==> src/rtl/standby_pkg.sv <==
package standby_pkg;

    typedef enum logic [2:0] {
        ST_RUN    = 3'd0,
        ST_LIGHT  = 3'd1,
        ST_DEEP   = 3'd2,
        ST_HALT   = 3'd3,
        ST_RESUME = 3'd4
    } sb_state_e;

    typedef enum logic [1:0] {
        SEL_BAD   = 2'd0,
        SEL_LIGHT = 2'd1,
        SEL_DEEP  = 2'd2,
        SEL_HALT  = 2'd3
    } sb_sel_e;

    typedef struct packed {
        logic core;
        logic flash;
        logic pll;
        logic osc;
    } dom_en_t;

    localparam logic [1:0] ADR_DEPTH = 2'd0;
    localparam logic [1:0] ADR_CTRL  = 2'd1;
    localparam logic [1:0] ADR_STAB  = 2'd2;

    // Domains kept running in each state
    function automatic dom_en_t domains_for(sb_state_e s);
        dom_en_t d;
        case (s)
            ST_RUN:    d = '{core: 1'b1, flash: 1'b1, pll: 1'b1, osc: 1'b1};
            ST_LIGHT:  d = '{core: 1'b0, flash: 1'b1, pll: 1'b1, osc: 1'b1};
            ST_DEEP:   d = '{core: 1'b0, flash: 1'b0, pll: 1'b0, osc: 1'b1};
            ST_HALT:   d = '{core: 1'b0, flash: 1'b0, pll: 1'b0, osc: 1'b0};
            default:   d = '{core: 1'b0, flash: 1'b1, pll: 1'b1, osc: 1'b1};
        endcase
        return d;
    endfunction

    // Bit-masked merge of write data into a register
    function automatic logic [7:0] masked_merge(logic [7:0] old_v,
                                                logic [7:0] new_v,
                                                logic [7:0] mask);
        return (old_v & ~mask) | (new_v & mask);
    endfunction

    function automatic sb_state_e entry_state(sb_sel_e sel);
        case (sel)
            SEL_LIGHT: return ST_LIGHT;
            SEL_DEEP:  return ST_DEEP;
            SEL_HALT:  return ST_HALT;
            default:   return ST_RUN;
        endcase
    endfunction

endpackage

==> src/rtl/sb_sync.sv <==
module sb_sync #(
    parameter int STAGES = 2
) (
    input  logic clk,
    input  logic rst,
    input  logic d_i,
    output logic q_o
);
    logic [STAGES-1:0] chain_q;

    always_ff @(posedge clk) begin
        if (rst) chain_q <= '0;
        else     chain_q <= {chain_q[STAGES-2:0], d_i};
    end

    assign q_o = chain_q[STAGES-1];
endmodule

==> src/rtl/sb_regs.sv <==
module sb_regs
    import standby_pkg::*;
#(
    parameter int STAB_W = 3
) (
    input  logic              clk,
    input  logic              rst,
    input  logic              wr_i,
    input  logic [1:0]        addr_i,
    input  logic [7:0]        wdata_i,
    input  logic [7:0]        wmask_i,
    input  logic              standby_i,
    input  logic              stp_clr_i,
    input  logic              err_set_i,
    output logic [1:0]        sel_o,
    output logic              stp_o,
    output logic [STAB_W-1:0] stab_o,
    output logic              err_o,
    output logic [7:0]        rdata_o
);
    localparam logic [7:0] DEPTH_WR = 8'h03;
    localparam logic [7:0] CTRL_WR  = 8'h01;
    localparam logic [7:0] STAB_WR  = 8'((1 << STAB_W) - 1);

    logic [7:0] depth_q, ctrl_q, stab_q;
    logic       err_q;
    logic       wr_depth, wr_ctrl, wr_stab;

    assign wr_depth = wr_i && (addr_i == ADR_DEPTH) && !standby_i;
    assign wr_ctrl  = wr_i && (addr_i == ADR_CTRL);
    assign wr_stab  = wr_i && (addr_i == ADR_STAB);

    always_ff @(posedge clk) begin
        if (rst) begin
            depth_q <= '0;
            ctrl_q  <= '0;
            stab_q  <= '0;
            err_q   <= 1'b0;
        end else begin
            if (wr_depth)
                depth_q <= masked_merge(depth_q, wdata_i, wmask_i) & DEPTH_WR;
            if (stp_clr_i)
                ctrl_q <= '0;
            else if (wr_ctrl)
                ctrl_q <= masked_merge(ctrl_q, wdata_i, wmask_i) & CTRL_WR;
            if (wr_stab)
                stab_q <= masked_merge(stab_q, wdata_i, wmask_i) & STAB_WR;
            if (err_set_i)
                err_q <= 1'b1;
        end
    end

    always_comb begin
        case (addr_i)
            ADR_DEPTH: rdata_o = depth_q;
            ADR_CTRL:  rdata_o = ctrl_q | {err_q, 7'b0};
            ADR_STAB:  rdata_o = stab_q;
            default:   rdata_o = '0;
        endcase
    end

    assign sel_o  = depth_q[1:0];
    assign stp_o  = ctrl_q[0];
    assign stab_o = stab_q[STAB_W-1:0];
    assign err_o  = err_q;

    assert_depth_frozen_R11: assert property (@(posedge clk) disable iff (rst)
        standby_i |=> $stable(depth_q));
    assert_err_sticky_R9: assert property (@(posedge clk) disable iff (rst)
        err_q |=> err_q);
    assert_depth_upper_zero_R2: assert property (@(posedge clk) disable iff (rst)
        (addr_i == ADR_DEPTH) |-> (rdata_o[7:2] == 6'b0));
    assert_stp_cleared_R10: assert property (@(posedge clk) disable iff (rst)
        stp_clr_i |=> !ctrl_q[0]);
endmodule

==> src/rtl/sb_fsm.sv <==
module sb_fsm
    import standby_pkg::*;
#(
    parameter int STAB_W   = 3,
    parameter int BASE_EXP = 10
) (
    input  logic              clk,
    input  logic              rst,
    input  logic              stp_i,
    input  logic [1:0]        sel_i,
    input  logic [STAB_W-1:0] stab_i,
    input  logic              wake_i,
    output sb_state_e         state_o,
    output logic              standby_o,
    output logic              stp_clr_o,
    output logic              err_set_o
);
    localparam int CNT_W = BASE_EXP + (1 << STAB_W) - 1;

    sb_state_e        state_q, state_d;
    logic [CNT_W-1:0] cnt_q, cnt_d;
    logic [CNT_W-1:0] load_val;
    sb_sel_e          sel;

    assign sel      = sb_sel_e'(sel_i);
    assign load_val = CNT_W'((64'd1 << (BASE_EXP + int'(stab_i))) - 64'd1);

    always_comb begin
        state_d   = state_q;
        cnt_d     = cnt_q;
        stp_clr_o = 1'b0;
        err_set_o = 1'b0;
        case (state_q)
            ST_RUN: begin
                if (stp_i) begin
                    if (sel == SEL_BAD) begin
                        err_set_o = 1'b1;
                        stp_clr_o = 1'b1;
                    end else begin
                        state_d = entry_state(sel);
                    end
                end
            end
            ST_LIGHT: begin
                if (wake_i) begin
                    state_d   = ST_RUN;
                    stp_clr_o = 1'b1;
                end
            end
            ST_DEEP, ST_HALT: begin
                if (wake_i) begin
                    state_d = ST_RESUME;
                    cnt_d   = load_val;
                end
            end
            default: begin
                if (cnt_q == '0) begin
                    state_d   = ST_RUN;
                    stp_clr_o = 1'b1;
                end else begin
                    cnt_d = cnt_q - 1'b1;
                end
            end
        endcase
    end

    always_ff @(posedge clk) begin
        if (rst) begin
            state_q <= ST_RUN;
            cnt_q   <= '0;
        end else begin
            state_q <= state_d;
            cnt_q   <= cnt_d;
        end
    end

    assign state_o   = state_q;
    assign standby_o = (state_q != ST_RUN);

    assert_no_entry_without_req_R3: assert property (@(posedge clk) disable iff (rst)
        (state_q == ST_RUN && !stp_i) |=> (state_q == ST_RUN));
    assert_light_entry_R4: assert property (@(posedge clk) disable iff (rst)
        (state_q == ST_RUN && stp_i && sel_i == 2'd1) |=> (state_q == ST_LIGHT));
    assert_light_fast_exit_R7: assert property (@(posedge clk) disable iff (rst)
        (state_q == ST_LIGHT && wake_i) |=> (state_q == ST_RUN));
    assert_resume_countdown_R8: assert property (@(posedge clk) disable iff (rst)
        (state_q == ST_RESUME && cnt_q != '0) |=>
            (state_q == ST_RESUME && cnt_q == $past(cnt_q) - 1'b1));
    assert_bad_code_stays_R9: assert property (@(posedge clk) disable iff (rst)
        (state_q == ST_RUN && stp_i && sel_i == 2'd0) |=> (state_q == ST_RUN));
endmodule

==> src/rtl/standby_seq.sv <==
module standby_seq
    import standby_pkg::*;
#(
    parameter int STAB_W      = 3,
    parameter int BASE_EXP    = 10,
    parameter int SYNC_STAGES = 2
) (
    input  logic       clk,
    input  logic       rst,
    input  logic       bus_wr,
    input  logic [1:0] bus_addr,
    input  logic [7:0] bus_wdata,
    input  logic [7:0] bus_wmask,
    output logic [7:0] bus_rdata,
    input  logic       wake_async,
    output logic [2:0] state_o,
    output logic       core_clk_en,
    output logic       flash_en,
    output logic       pll_en,
    output logic       osc_en,
    output logic       err_o
);
    logic              wake_s;
    logic [1:0]        sel;
    logic              stp;
    logic [STAB_W-1:0] stab;
    logic              standby, stp_clr, err_set;
    sb_state_e         state;
    dom_en_t           dom;

    sb_sync #(.STAGES(SYNC_STAGES)) u_sync (
        .clk (clk),
        .rst (rst),
        .d_i (wake_async),
        .q_o (wake_s)
    );

    sb_regs #(.STAB_W(STAB_W)) u_regs (
        .clk       (clk),
        .rst       (rst),
        .wr_i      (bus_wr),
        .addr_i    (bus_addr),
        .wdata_i   (bus_wdata),
        .wmask_i   (bus_wmask),
        .standby_i (standby),
        .stp_clr_i (stp_clr),
        .err_set_i (err_set),
        .sel_o     (sel),
        .stp_o     (stp),
        .stab_o    (stab),
        .err_o     (err_o),
        .rdata_o   (bus_rdata)
    );

    sb_fsm #(.STAB_W(STAB_W), .BASE_EXP(BASE_EXP)) u_fsm (
        .clk       (clk),
        .rst       (rst),
        .stp_i     (stp),
        .sel_i     (sel),
        .stab_i    (stab),
        .wake_i    (wake_s),
        .state_o   (state),
        .standby_o (standby),
        .stp_clr_o (stp_clr),
        .err_set_o (err_set)
    );

    assign dom         = domains_for(state);
    assign state_o     = state;
    assign core_clk_en = dom.core;
    assign flash_en    = dom.flash;
    assign pll_en      = dom.pll;
    assign osc_en      = dom.osc;

    assert_halt_keeps_request_R6: assert property (@(posedge clk) disable iff (rst)
        (state == ST_HALT) |-> stp);
endmodule

==> config.mk <==
export PLATFORM = sky130hd
export DESIGN_NAME = standby_seq
export DESIGN_NICKNAME = d
export VERILOG_FILES = /design/src/rtl/standby_pkg.sv /design/src/rtl/sb_sync.sv /design/src/rtl/sb_regs.sv /design/src/rtl/sb_fsm.sv /design/src/rtl/standby_seq.sv
export SDC_FILE = /design/constraint.sdc
export NUM_CORES = 1
export LEC_CHECK = 0
export ABC_AREA = 1
export CAP_MARGIN = 20
export CORE_ASPECT_RATIO = 1.2
export CORE_UTILIZATION = 41
export CTS_CLUSTER_SIZE = 24
export DETAILED_ROUTE_END_ITERATION = 10
export PLACE_DENSITY = 0.65
export SYNTH_ARGS = -nofsm -noshare
export SYNTH_HDL_FRONTEND = slang
export SYNTH_SLANG_ARGS = --single-unit
==> constraint.sdc <==
create_clock -name clk -period 3.8 [get_ports clk]
set_input_delay 0.76 -clock clk [delete_from_list [all_inputs] [get_ports clk]]
set_output_delay 0.76 -clock clk [all_outputs]
set_load 0.01 [all_outputs]
# Word level (Yosys, flattened, before mapping)
# Cells that the tools add are included.
word_totals:
  inputBits: 22
  ff_bits: 29
  wordCells: 68
op_classes:
  bitwise: 10
  n_reduce_logical: 16
  n_eq_ne: 13
  addsub: 3
  shift: 1
  mux: 18
op_table:
  columns: ["operator", "n"]
  rows:
  - ["2-to-1 mux 17 bit", 2]
  - ["one-hot mux 17 bit (2 select lines)", 1]
  - ["subtractor 17 x 1 -> 17 bit, second input constant", 2]
  - ["left shift 1 x 32 -> 17 bit, first input constant", 1]
  - ["one-hot mux 8 bit (3 select lines)", 1]
  - ["zero test 17 bit", 1]
  - ["2-to-1 mux 3 bit", 5]
  - ["one-hot mux 4 bit (3 select lines)", 1]
  - ["!= test 2 bit, second input constant", 5]
  - ["one-hot mux 3 bit (3 select lines)", 1]
  - ["OR 1 x 8 -> 8 bit", 1]
  - ["AND 3 bit", 2]
  - ["== test 2 bit, second input constant", 3]
  - ["== test 3 x 2 -> 1 bit, second input constant", 2]
  - ["one-hot mux 2 bit (3 select lines)", 1]
  - ["OR reduction 2 bit", 3]
  - ["adder 4 x 3 -> 5 bit, first input constant", 1]
  - ["2-to-1 mux 1 bit", 5]
  - ["AND reduction 5 bit", 1]
  - ["== test 2 x 1 -> 1 bit, second input constant", 2]
  - ["logical AND 1 bit", 4]
  - ["zero test 2 bit", 2]
  - ["nonzero test 4 bit", 1]
  - ["== test 3 x 1 -> 1 bit, second input constant", 1]
  - ["12 further kinds", 12]

# Depth between registers and ports, before layout
logic_depth:
  word_depth: 5
  depth_mapped: 13

# Hierarchy
# A second synthesis with hierarchy kept.
unflattened:
  cells_unflattened: 309
  hier_area_um2: 1983.2
modules_own_cells:
  columns: ["mod", "n_inst", "area_per_inst_um2", "seq_area_each_um2", "cells_per_inst"]
  rows:
  - ["sb_fsm", 1, 1470.2, 400.4, 227]
  - ["sb_regs", 1, 421.7, 140.1, 69]
  - ["sb_sync", 1, 55.1, 40.0, 6]
  - ["standby_seq", 1, 36.3, 0.0, 7]

# Worst setup path after synthesis
# OpenSTA, ideal clock, no wires.
synth_timing:
  kind: "input-to-output"
  start: "input bus_addr[1]"
  end: "output bus_rdata[1]"
  n_path_buf: 0
  path_stages: 4
  slack_ns: 1.868
  required_time_ns: 3.040
  arrival_time_ns: 1.172
  cell_sequence: "inv_1 nor2_1 inv_1 o22ai_1"
synth_via:
  elab_chain_cells: 2
  word_cells_on_any_way: 4
  classes_between: "eq/ne: 2; mux: 1; reduce/logical: 1"
synth_rtl:
  columns: ["element", "line_no", "rtl"]
  rows:
  - ["from (decl)", "standby_seq.sv:11", "input logic [1:0] bus_addr,"]
  - ["== test 2 bit (tied with other cells)", "sb_regs.sv:54", "case (addr_i)"]
  - ["one-hot mux 8 bit (3 select lines) *", "sb_regs.sv:54", null]
  - ["to (decl)", "standby_seq.sv:14", "output logic [7:0] bus_rdata,"]
# Mark *: on every way between the ends. The rest lies on a longest branch, timed or not.

# Worst setup path in the final report
# Ends and elaborated chain as after synthesis.

==> impl_metrics.tcl <==
set metrics [dict create \
    synth-main-ff-cell "dfxtp_1" \
    finalSetupTns_ns 0 \
    worst_slew_pin_slew_ns 0.6299 \
    synth_edf_count 0 \
    ys_types 34 \
    dr.pass1.iters 6 \
    coreArea_um2 4628 \
    async_flop_share_pct 0 \
    wl_per_cell_um 11.39 \
    layout_setup_ws_ns 0.8669 \
    fin_worst_skew_ns 0.005412 \
    ir_drop_uv 179.4 \
    final_util_pct 50.55 \
    yosysMostFrequentCell "nand2_1" \
    drt_iter0_drc 57 \
    path_buf_inv 4 \
    netlist_area_um2 1997 \
    seq_area_um2 580.6 \
    synth.area.mux_share_pct 0 \
    clk_latency_ns 0.28 \
    layout.nets 358 \
    grt_pass1_wl_um 7921 \
    yosysTopAreaCellShare_pct 29.07 \
    fmax_mhz 340.9 \
    timing.hold.ws_ns 0.4040 \
    yosysWarnings 0 \
    routed_wl_um 4476 \
    synth_compound_gate_area_share_pct 12.59 \
    p_leak_nw 1.161 \
    worstPathArrival_ns 2.17 \
    drive_gt1_share_pct 11.34 \
    grt_max_degree 29 \
    vias 1903 \
    final_cell_count_no_fill 393 \
    cts_made_buffers 5 \
    dp_hpwl_um 3276 \
    cp_slowest_stage_delay_ns 0.56 \
    htreeDepth 2 \
    drc 0 \
    required_ns 3.04 \
    synthTopCellsByArea "dfxtp_1 (29%), nand2_1 (13%), inv_1 (9.0%), nor2_1 (7.1%), nand3_1 (6.0%)" \
    synth_top_family_by_area "simple AND/OR/NAND/NOR gates" \
    final_cell_area_um2 2340 \
    totalPowerFinal_mw 0.7277 \
    syn_area_per_cell_um2 6.380 \
    slew_headroom_pct 57.96 \
    antenna_found_initial 0 \
    period_minus_slack_ns 2.933 \
    ant_nets 0 \
    multi_input_area_um2 1149 \
    std_cell_rows 27 \
    ys_seq_elements 29 \
    crit_fanout 3 \
    n_antenna_cell 0 \
    grt.overflow.total 0 \
    critical_path_class "in -> out" \
    powerDensity_nw_per_um2 311.0 \
    cts_max_path_buffers 2 \
    post_cts_resized 0 \
    rsz0062_at_grt "false" \
    postSynthCellCount 313 \
    cts-hold-fix-buffers 0 \
    status "completed" \
    cts_tree "done" \
    routed_via_density 4.842 \
    worst_setup_path_start_kind "primary input" \
    dp_slack_ns 0.8678 \
    synthAdderAreaFrac_pct 1.253 \
    clockRootBuffer "clkbuf_8" \
    yosysTopAreaCell "dfxtp_1" \
    setup_viol 0 \
    crit_slowest_cell "clkdlybuf4s50_1" \
    worst_hold_path_type "reg -> reg" \
    cp_cell_sequence "clkdlybuf4s50_1, inv_1, nor2_1, inv_1, o22ai_1, clkdlybuf4s50_1" \
    synth_seq_area_share_pct 29.07 \
    grt_pass1_vias 1826 \
    synth-xor-area-share_pct 3.509 \
    start_util_pct 43.15 \
    critical_path.top_delay_family "buffers and inverters" \
    fillCellCount 474 \
    dpl.cell_count 385 \
    place_congestion 0.9046 \
    maxCapViolCount 0 \
    dieWidth_um 65.71 \
    cts_setup_buffers 0 \
    clk_pin_slew_ns 0.07 \
    fin_crit_sh_pct 77.19 \
    area_growth_pct 17.17 \
    grt_usage_pct 19.79 \
    dieHeight_um 78.45 \
    die_area_um2 5155 \
    slew_violations 0 \
    cts.sinks 29 \
    io_buffers 23 \
    ios 38 \
    hold_viol 0 \
    placed_area_um2 2220 \
    synth_simple_gate_area_share_pct 39.41 \
    endpoint_kind "output port" \
    synthTopCellsByCount "nand2_1 (69), inv_1 (48), nor2_1 (38)" \
]
[where the power goes]
| part | switching (mW) | total (mW) | internal [mW] | leakage, nW |
|---|---|---|---|---|
| clock | 0.128 | 0.341 | 0.213 | 0.0574 |
| combinational | 0.0431 | 0.0748 | 0.0317 | 0.869 |
| sequential | 0.00318 | 0.312 | 0.309 | 0.234 |
| total | 0.174 | 0.728 | 0.553 | 1.16 |
[worst reg2reg max path: stages (launching register included)]
cell and delay [ns]:
dfxtp_1 0.35, inv_2 0.09, nand2_2 0.30, nand2_1 0.24
ha_1 0.22, nand2_1 0.14, nor2_4 0.22, nand3_2 0.13
xnor2_1 0.22, nand2_1 0.08, nand3_1 0.08, inv_1 0.05
[layer usage]
metal | vias to the layer above | global-route usage, % | share of wire (%)
met4 | 0 | 9.565 | 2.6
met5 | - | 0 | 0
met3 | 10 | 3.924 | 4.0
met1 | 838 | 24.43 | 46
li1 | 1016 | - | -
met2 | 39 | 32.14 | 47
[path summary, 6_finish.rpt]
path                            startpoint  slack (ns)  cells after the start                           end
min reg2reg   u_sync.chain_q[0]$_SDFF_PP0_        0.40                      2  u_sync.chain_q[1]$_SDFF_PP0_
max                            bus_addr[1]        0.87                      6                  bus_rdata[1]
min           u_sync.chain_q[0]$_SDFF_PP0_        0.40                      2  u_sync.chain_q[1]$_SDFF_PP0_
max reg2reg  u_fsm.state_o[2]$_SDFFE_PP0P_        1.57                     11  u_fsm.cnt_q[10]$_SDFFE_PP0P_
[logic make-up (layout without fill, tap and decap cells)]
logic type               Yosys count  after routing
AND/OR/NAND/NOR                  167            167
buffers and inverters             62             81
other                              1              4
XOR/XNOR                           8              8
adder cells (fa/ha/maj)            2              2
AO/OA/AOI/OAI                     44             44
flip-flops                        29             29
[layout make-up]
class                   instances  share of cell area [%]
well taps                      58                   3.102
clock inverters                 2                   1.604
inverters                      50                   8.021
multi-input cells             225                   49.09
flip-flops and latches         29                   24.81
clock buffers                   6                   3.529
repair buffers                 23                   9.840
[placed cells by master, fill, tap and decap left out, types with 4 or more instances in the layout]
master and n:
a21oi_1 16, clkbuf_8 6, clkdlybuf4s50_1 23, conb_1 4
dfxtp_1 29, inv_1 48, nand2_1 69, nand2_2 10
nand3_1 24, nand4_1 6, nor2_1 38, nor2_2 5
nor2_4 4, o21ai_0 20, xor2_1 5
Note: power is estimated with default switching activity, not from simulation.
